$ cat src/rtl/mpix_pkg.sv
package mpix_pkg;
    localparam int COLS   = 4;
    localparam int ROWS   = 4;
    localparam int CIDX_W = $clog2(COLS);
    localparam int RIDX_W = $clog2(ROWS);

    typedef enum logic [1:0] {
        ST_IDLE = 2'd0,
        ST_SCAN = 2'd1,
        ST_CLR  = 2'd2
    } scan_st_e;
endpackage

$ cat src/rtl/mpix_hit_capture.sv
module mpix_hit_capture #(
    parameter int N_MP = 16,
    parameter int TS_W = 8
) (
    input  logic                           clk,
    input  logic                           rst_n,
    input  logic [N_MP-1:0]                hit_i,
    input  logic [N_MP-1:0]                release_i,
    input  logic [TS_W-1:0]                ts_now_i,
    output logic [N_MP-1:0]                pend_o,
    output logic [N_MP-1:0][TS_W-1:0]      ts_o
);
    typedef struct packed {
        logic [N_MP-1:0]           hit_prev;
        logic [N_MP-1:0]           pend;
        logic [N_MP-1:0][TS_W-1:0] ts;
    } cap_t;

    cap_t cap_d, cap_q;
    logic [N_MP-1:0] rise;

    always_comb begin
        cap_d          = cap_q;
        rise           = hit_i & ~cap_q.hit_prev;
        cap_d.hit_prev = hit_i;
        for (int i = 0; i < N_MP; i++) begin
            if (rise[i] && !cap_q.pend[i]) begin
                cap_d.pend[i] = 1'b1;
                cap_d.ts[i]   = ts_now_i;
            end
        end
        // a rise in the release cycle is absorbed by the entry being retired
        cap_d.pend = cap_d.pend & ~release_i;
    end

    always_ff @(posedge clk or negedge rst_n) begin
        if (!rst_n) cap_q <= '0;
        else        cap_q <= cap_d;
    end

    assign pend_o = cap_q.pend;
    assign ts_o   = cap_q.ts;
endmodule

$ cat src/rtl/mpix_prio_pick.sv
module mpix_prio_pick #(
    parameter int N_MP = 16,
    localparam int MP_W = (N_MP > 1) ? $clog2(N_MP) : 1
) (
    input  logic [N_MP-1:0] req_i,
    output logic            any_o,
    output logic [MP_W-1:0] idx_o
);
    always_comb begin
        any_o = |req_i;
        idx_o = '0;
        for (int i = N_MP - 1; i >= 0; i--) begin
            if (req_i[i]) idx_o = MP_W'(i);
        end
    end
endmodule

$ cat src/rtl/mpix_col_scan.sv
module mpix_col_scan
    import mpix_pkg::*;
#(
    parameter int N_MP = 16,
    parameter int TS_W = 8,
    localparam int MP_W   = (N_MP > 1) ? $clog2(N_MP) : 1,
    localparam int WORD_W = MP_W + CIDX_W + RIDX_W + TS_W
) (
    input  logic              clk,
    input  logic              rst_n,
    input  logic              pend_any_i,
    input  logic [MP_W-1:0]   pick_idx_i,
    input  logic [TS_W-1:0]   ts_i,
    input  logic [ROWS-1:0]   row_bits_i,
    input  logic              ready_i,
    output logic [MP_W-1:0]   idx_o,
    output logic [N_MP-1:0]   rd_en_o,
    output logic [COLS-1:0]   col_sel_o,
    output logic              clr_o,
    output logic [N_MP-1:0]   release_o,
    output logic              valid_o,
    output logic [WORD_W-1:0] word_o
);
    typedef struct packed {
        scan_st_e          st;
        logic [MP_W-1:0]   idx;
        logic [CIDX_W-1:0] col;
        logic [ROWS-1:0]   taken;
    } scan_t;

    scan_t scan_d, scan_q;
    logic [ROWS-1:0]   avail;
    logic [ROWS-1:0]   pick;
    logic [RIDX_W-1:0] row;
    logic              last_col;
    logic [N_MP-1:0]   mp_onehot;

    always_comb begin
        avail = row_bits_i & ~scan_q.taken;
        row   = '0;
        for (int r = ROWS - 1; r >= 0; r--) begin
            if (avail[r]) row = RIDX_W'(r);
        end
        pick     = ROWS'(1) << row;
        last_col = (scan_q.col == CIDX_W'(COLS - 1));

        scan_d = scan_q;
        unique case (scan_q.st)
            ST_IDLE: begin
                if (pend_any_i) begin
                    scan_d.st    = ST_SCAN;
                    scan_d.idx   = pick_idx_i;
                    scan_d.col   = '0;
                    scan_d.taken = '0;
                end
            end
            ST_SCAN: begin
                if (!(|avail) || (ready_i && ((avail & ~pick) == '0))) begin
                    scan_d.taken = '0;
                    if (last_col) scan_d.st  = ST_CLR;
                    else          scan_d.col = scan_q.col + CIDX_W'(1);
                end else if (ready_i) begin
                    scan_d.taken = scan_q.taken | pick;
                end
            end
            ST_CLR:  scan_d.st = ST_IDLE;
            default: scan_d.st = ST_IDLE;
        endcase
    end

    always_ff @(posedge clk or negedge rst_n) begin
        if (!rst_n) scan_q <= '{st: ST_IDLE, idx: '0, col: '0, taken: '0};
        else        scan_q <= scan_d;
    end

    assign mp_onehot = N_MP'(1) << scan_q.idx;
    assign idx_o     = scan_q.idx;
    assign rd_en_o   = (scan_q.st != ST_IDLE) ? mp_onehot : '0;
    assign col_sel_o = (scan_q.st == ST_SCAN) ? (COLS'(1) << scan_q.col) : '0;
    assign clr_o     = (scan_q.st == ST_CLR);
    assign release_o = (scan_q.st == ST_CLR) ? mp_onehot : '0;
    assign valid_o   = (scan_q.st == ST_SCAN) && (|avail);
    assign word_o    = {scan_q.idx, scan_q.col, row, ts_i};
endmodule

$ cat src/rtl/mpix_readout_ctrl.sv
module mpix_readout_ctrl
    import mpix_pkg::*;
#(
    parameter int N_MP = 16,
    parameter int TS_W = 8,
    localparam int MP_W   = (N_MP > 1) ? $clog2(N_MP) : 1,
    localparam int WORD_W = MP_W + CIDX_W + RIDX_W + TS_W
) (
    input  logic              clk,
    input  logic              rst_n,
    input  logic [N_MP-1:0]   mp_hit_i,
    output logic [N_MP-1:0]   mp_rd_en_o,
    output logic [COLS-1:0]   col_sel_o,
    input  logic [ROWS-1:0]   pix_row_i,
    output logic              pix_clr_o,
    output logic              word_valid_o,
    input  logic              word_ready_i,
    output logic [WORD_W-1:0] word_data_o
);
    typedef struct packed {
        logic [TS_W-1:0] ts;
    } top_t;

    top_t top_d, top_q;

    logic [N_MP-1:0]           pend_w;
    logic [N_MP-1:0]           release_w;
    logic [N_MP-1:0][TS_W-1:0] ts_arr;
    logic                      pend_any;
    logic [MP_W-1:0]           pick_idx;
    logic [MP_W-1:0]           scan_idx;

    always_comb begin
        top_d    = top_q;
        top_d.ts = top_q.ts + TS_W'(1);
    end

    always_ff @(posedge clk or negedge rst_n) begin
        if (!rst_n) top_q <= '0;
        else        top_q <= top_d;
    end

    mpix_hit_capture #(.N_MP(N_MP), .TS_W(TS_W)) cap_i (
        .clk       (clk),
        .rst_n     (rst_n),
        .hit_i     (mp_hit_i),
        .release_i (release_w),
        .ts_now_i  (top_q.ts),
        .pend_o    (pend_w),
        .ts_o      (ts_arr)
    );

    mpix_prio_pick #(.N_MP(N_MP)) pick_i (
        .req_i (pend_w),
        .any_o (pend_any),
        .idx_o (pick_idx)
    );

    mpix_col_scan #(.N_MP(N_MP), .TS_W(TS_W)) scan_i (
        .clk        (clk),
        .rst_n      (rst_n),
        .pend_any_i (pend_any),
        .pick_idx_i (pick_idx),
        .ts_i       (ts_arr[scan_idx]),
        .row_bits_i (pix_row_i),
        .ready_i    (word_ready_i),
        .idx_o      (scan_idx),
        .rd_en_o    (mp_rd_en_o),
        .col_sel_o  (col_sel_o),
        .clr_o      (pix_clr_o),
        .release_o  (release_w),
        .valid_o    (word_valid_o),
        .word_o     (word_data_o)
    );
endmodule

$ cat config.mk
export PLATFORM = sky130hd
export DESIGN_NAME = mpix_readout_ctrl
export DESIGN_NICKNAME = d
export VERILOG_FILES = /design/src/rtl/mpix_pkg.sv /design/src/rtl/mpix_hit_capture.sv /design/src/rtl/mpix_prio_pick.sv /design/src/rtl/mpix_col_scan.sv /design/src/rtl/mpix_readout_ctrl.sv
export SDC_FILE = /design/constraint.sdc
export NUM_CORES = 1
export LEC_CHECK = 0
export BUFFER_PORTS_ARGS = -buffer_cell sky130_fd_sc_hd__buf_2
export CORE_ASPECT_RATIO = 1.75
export CORE_MARGIN = 4
export CORE_UTILIZATION = 48
export CTS_BUF_LIST = sky130_fd_sc_hd__clkbuf_16
export DETAILED_ROUTE_END_ITERATION = 16
export PLACE_DENSITY = 0.69
export SYNTH_ARGS = -nofsm -noshare
export SYNTH_HDL_FRONTEND = slang
export SYNTH_SLANG_ARGS = --single-unit
$ cat constraint.sdc
create_clock -name clk -period 1.9 [get_ports clk]
set_input_delay 0 -clock clk [delete_from_list [all_inputs] [get_ports clk]]
set_output_delay 0 -clock clk [all_outputs]
set_load 0.01 [all_outputs]
* Word-level counts from Yosys, hierarchy flattened *
Cells that the tools add are included.

word-level totals
  register bits after elaboration = 180
  input bits = 23
  output and inout bits = 38
  logic and storage cells = 142

operators by class
  add/subtract/negate cells = 2
  $lt $le $gt $ge = 1
  equal/unequal tests = 8
  shift-type cells = 3
  mux-type cells = 50
  bitwise operators = 9
  reductions and logical operators = 46

operators with widths
  cell                                                                     count
  4-bit 2-to-1 mux                                                         19
  16-bit AND                                                               2
  8-bit binary-select mux with 4-bit select                                1
  16-bit 2-to-1 mux                                                        2
  16-bit NOT                                                               2
  1-bit logical AND                                                        18
  1-bit logical NOT                                                        17
  1-bit 2-to-1 mux                                                         16
  2-bit 2-to-1 mux                                                         8
  16-bit OR reduction                                                      1
  1-bit by 4-bit left shift with 16-bit output, first input constant       1
  12-bit 2-to-1 mux                                                        1
  6-bit one-hot mux with 2 select lines                                    1
  8-bit by 1-bit adder with 8-bit output, second input constant            1
  4-bit AND                                                                2
  8-bit 2-to-1 mux                                                         1
  4-bit NOT                                                                2
  1-bit by 2-bit left shift with 4-bit output, first input constant        2
  3-bit AND reduction                                                      2
  4-bit by 5-bit < comparator with 1-bit output, second input constant     1
  2-bit equality test, second input constant                               2
  4-bit logical NOT                                                        1
  2-bit by 1-bit inequality test with 1-bit output, second input constant  2
  2-bit inequality test, second input constant                             2
  11 further kinds                                                         12

* Depth between registers and ports, before layout *
  depth in word-level cells = 18
  depth in mapped cells = 5
  mapped depth without buffers = 5

* Cells and area by module *
Synthesis repeated with hierarchy kept, for this count alone.

unflattened totals
  cell total of the unflattened synthesis = 777
  area total of the unflattened synthesis = 9713.1 µm²

modules (own cells, without submodules)
  module             times used  cells each  area each (µm²)  sequential area each (µm²)
  mpix_hit_capture   1           504         7096.8           4003.8
  mpix_readout_ctrl  1           92          1336.3           200.2
  mpix_col_scan      1           147         1103.6           300.3
  mpix_prio_pick     1           34          176.4            0.0

* Least setup slack after synthesis *
No wires, ideal clock.

  path kind = register to output
  from = register scan_i.scan_q, in the netlist scan_i.idx_o[0]
  to = output port word_data_o[5]
  data arrival time = 1632 ps
  slack = 268 ps
  stages on the path, launching flop included = 4
  path buffers = 1
  cell sequence = dfrtp_1 buf_2 mux4_2 mux4_2

on the way
  cells in the longest elaborated chain, start to end = 2

ends and longest elaborated chain
  element                                    RTL line                 RTL
  start, declared                            mpix_col_scan.sv:31      scan_t scan_d, scan_q;
  start signal, assigned                     mpix_col_scan.sv:72      if (!rst_n) scan_q <= '{st: ST_IDLE, idx: '0, col: '0, taken: '0};
  start signal, assigned                     mpix_col_scan.sv:73      else scan_q <= scan_d;
  8-bit binary-select mux with 4-bit select  mpix_readout_ctrl.sv:64  .ts_i (ts_arr[scan_idx]),
  8-bit 2-to-1 mux (not written as such)     mpix_readout_ctrl.sv:64
  end, declared                              mpix_readout_ctrl.sv:18  output logic [WORD_W-1:0] word_data_o

Every way passes these cells. The select of a mux whose other input is x is not followed.

* Worst setup path after layout *
  from = register scan_i.scan_q, in the netlist scan_i.idx_o[0]
  to = output port word_data_o[4]

The elaborated chain is that of the path after synthesis.

==> summary.md <==
| Metric | Value |
|---|---|
| Outcome | `finished, violations left` |
| Failing checks | `setup timing` |
| Global-route wire length before repair | `31800 microns` |
| Via total after detailed routing | `5332` |
| Placement Cell Area | `0.00920 sq mm` |
| DR vias/cell | `5.62` |
| Proportion of register bits with asynchronous set or reset after synthesis | `1.00` |
| Ant diodes | `0` |
| Wire length per cell | `21.5 microns` |
| Gate count of the mapped netlist | `589` |
| Remaining routing DRC violations | `0` |
| Type of the worst min-delay path | `input port to asynchronous set/reset pin` |
| Ports placed on the boundary | `61` |
| RSZ-0062 raised after global routing | `yes` |
| Count of routing violations after the opening detailed-route iteration | `421` |
| Largest net degree at the start of global routing | `56` |
| Post-synthesis average cell area | `14.1 sq um` |
| Fill cell total of the finished layout | `1332` |
| Post-synth top area share | `0.541` |
| Cell chosen for the clock root | `sky130_fd_sc_hd__clkbuf_16` |
| Proportion of synthesized chip area in sequential cells | `0.541` |
| Max H-tree Level | `4` |
| Wirelength, routed | `20400 microns` |
| Worst setup slack after layout | `-0.374 ns` |
| Number of flops mapped to enable cells by yosys | `0` |
| Most frequent cell on the critical path | `sky130_fd_sc_hd__mux4_2` |
| VDD IR-drop max | `0.653 mV` |
| Worst Setup Start Kind | `register` |
| TritonCTS clock tree | `done` |
| Initial DRT Pass Iterations | `4` |
| Main flop type after synthesis | `sky130_fd_sc_hd__dfrtp_1` |
| Post-synthesis cell type with the largest combined area | `sky130_fd_sc_hd__dfrtp_1` |
| Number of nets with antenna violations after routing | `0` |
| Period utilisation layout | `1.20` |
| Sort of element at the end of the critical path | `output port` |
| Dpl hpwl | `13800 microns` |
| Final global-route overflow total | `0` |
| Clk slew on worst S/H paths | `0.06 ns` |
| Power after layout | `10.7 mW` |
| Multi-input gate area | `0.00356 sq mm` |
| Post-Place Setup Slack | `0.0378 ns` |
| Min cycle time layout | `2.27 ns` |
| Number of buffer cells added on primary ports | `60` |
| Synthesis-stage register bit count | `180` |
| Number of clock sinks seen by CTS | `180` |
| Antenna violations before repair | `0` |
| GPL Wtd Cong | `0.838` |
| Slew Limit Fails | `0` |
| Number of global-route vias before repair | `5835` |
| Post-Route Hold Slack | `0.111 ns` |
| Data arrival time of the worst path | `2.27 ns` |
| Area contributors post-synth | `sky130_fd_sc_hd__dfrtp_1 54%, sky130_fd_sc_hd__mux2_2 17%, sky130_fd_sc_hd__mux4_2 7.6%` |
| Transition time of the tightest slew-check pin | `0.604 ns` |
| Number of standard cells in the layout, taps in and fillers out | `949` |
| Final Hold Vio Count | `0` |
| Buf+Inv Stages, Crit Path | `3` |
| Final core utilization | `0.595` |
| Warnings from Yosys | `0` |
| Static leakage power | `4.67 nW` |
| Power density cells | `1060 mW/mm^2` |
| Latest clock arrival within the worst-skew pair | `0.43 ns` |
| Delay of the slowest cell on the worst path | `0.50 ns` |
| Total of endpoints with negative setup slack in the final report | `9` |
| Commonest non-fill, non-tap cells in the layout | `179 x sky130_fd_sc_hd__dfrtp_1, 128 x sky130_fd_sc_hd__mux2_2, 54 x sky130_fd_sc_hd__buf_2` |
| Proportion of layout cells with a drive suffix above 1 | `0.472` |
| Most common cell after layout, fill and taps aside | `sky130_fd_sc_hd__dfrtp_1` |
| Kind of critical path | `register to output port` |
| Total clock buffers created by CTS | `17` |
| Final Skew | `0.0116 ns` |
| Number of buffers between clock root and the deepest sink | `2` |
| Maximum fanout encountered on the critical timing path | `6` |
| Area of the core | `0.0170 sq mm` |
| Standard-cell rows | `63` |
| Worst path slowest cell | `sky130_fd_sc_hd__mux4_2` |
| Post-route design area | `0.0101 sq mm` |
| Post-synth cell types | `49` |
| Critical path data required time | `1.90 ns` |
| Height of the chip | `182 microns` |
| Maximum frequency from static timing analysis | `440 MHz` |
| Cell-by-cell listing of the critical path | `buf_4 -> clkbuf_16 -> mux4_2 -> mux4_2 -> buf_6` |
| Headroom to the max-slew limit | `0.597` |
| Storage element area | `0.00451 sq mm` |
| Startpoint of the worst register-to-register path | `cap_i.pend_o[8]$_DFF_PN0_` |
| Category of cells accounting for the largest share of critical-path delay | `multiplexers` |
| Total global routing track utilization | `0.216` |
| Max-cap violations | `0` |
| Total Nets Final | `739` |
| Inst Count DP | `890` |
| Die Wd | `108 microns` |
| Area Overhead vs Synth | `21.8%` |
| Syn_nets | `617` |
| Area enclosed by the die boundary | `0.0196 sq mm` |
| Starting density of the core | `0.489` |
| Total negative slack | `-2.72 ns` |
| Area of the mapped netlist | `0.00832 sq mm` |
| Launch point of the critical path | `scan_i.idx_o[0]$_DFFE_PN0P_` |
## cell families (layout without fill, tap and decap cells)
kind of cell | after synthesis | count (layout) | share of synthesized area
AO/OA/AOI/OAI | 57 | 57 | 0.0435
XOR/XNOR | 6 | 6 | 0.00632
adder cells (fa/ha/maj) | 6 | 6 | 0.00872
buffers and inverters | 60 | 193 | 0.0328
flip-flops | 180 | 180 | 0.541
multiplexers | 169 | 169 | 0.288
AND/OR/NAND/NOR | 111 | 111 | 0.0792
## worst reg2reg max path: cells and delay by family, from the launching register on
family / cells / cell delay, ns
simple gates: 3 / 0.71
compound gates: 2 / 0.58
flops: 1 / 0.39
## worst paths after layout
check	end	slack, ns	depth (start not counted)
max in group asynchronous	cap_i.ts_o[92]$_DFFE_PN0P_	1.13	3
min reg2reg	cap_i.ts_o[50]$_DFFE_PN0P_	0.50	1
min in group clk	scan_i.scan_q[11]$_DFFE_PN0P_	0.13	4
min	scan_i.word_o[10]$_DFFE_PN0P_	0.11	2
max	word_data_o[4]	-0.37	5
max reg2reg	scan_i.scan_q[3]$_DFFE_PN0P_	0.11	5
## state kept, by name, indices dropped and copies added (netlist names)
register	flops
cap_i.ts_o	128
top_q	8
scan_i.idx_o	4
cap_i.cap_q	16
scan_i.scan_q	6
cap_i.pend_o	16
scan_i.word_o	2
## layer usage
metal	vias to the layer above	track usage	part of all wire
met4	0	0.0885	0.031
met5	-	0	0
met3	35	0.0407	0.036
met2	142	0.381	0.55
met1	2784	0.256	0.39
li1	2371	-	-
## Yosys cell counts, types with 2 or more instances
library cell,count
sky130_fd_sc_hd__clkbuf_1,23
sky130_fd_sc_hd__inv_1,22
sky130_fd_sc_hd__a21oi_1,28
sky130_fd_sc_hd__nor2_1,31
sky130_fd_sc_hd__o21ai_0,3
sky130_fd_sc_hd__nor3_1,6
sky130_fd_sc_hd__nor3b_2,10
sky130_fd_sc_hd__buf_4,6
sky130_fd_sc_hd__or2_2,3
sky130_fd_sc_hd__nand3_1,3
sky130_fd_sc_hd__ha_1,5
sky130_fd_sc_hd__o31ai_1,2
sky130_fd_sc_hd__nand2b_1,7
sky130_fd_sc_hd__nor4_2,4
sky130_fd_sc_hd__and3_1,3
sky130_fd_sc_hd__buf_6,3
sky130_fd_sc_hd__mux4_1,12
sky130_fd_sc_hd__a31oi_1,6
sky130_fd_sc_hd__o21a_1,2
sky130_fd_sc_hd__nand2_1,16
sky130_fd_sc_hd__mux2_2,128
sky130_fd_sc_hd__buf_2,2
sky130_fd_sc_hd__xor2_1,2
sky130_fd_sc_hd__o311ai_0,2
sky130_fd_sc_hd__buf_1,4
sky130_fd_sc_hd__nor2b_1,17
sky130_fd_sc_hd__dfrtp_1,180
sky130_fd_sc_hd__mux4_2,28
sky130_fd_sc_hd__xnor2_1,4
sky130_fd_sc_hd__and2_1,4
sky130_fd_sc_hd__o22a_1,4
sky130_fd_sc_hd__nand4_1,2
## layout make-up
cell class | instances | area share
tap | 227 | 0.0280
sequential | 180 | 0.445
inverter | 22 | 0.00815
clock inverter | 13 | 0.0143
multi-input combinational | 349 | 0.351
timing repair buffer | 141 | 0.112
clock buffer | 17 | 0.0420
## where the power goes
group	switching (mW)	internal [mW]
Clock	1.40	2.03
Sequential	0.307	4.28
Combinational	1.28	1.42
## timing repair
item,in CTS,in global routing
pin swaps,0,7
hold buffers,20,0
setup endpoints to repair,8,16
hold endpoints to repair,83,0
setup buffers,1,6
gates resized for setup,7,22
gates cloned,1,1
No activity file was read; power rests on OpenSTA's default activity.
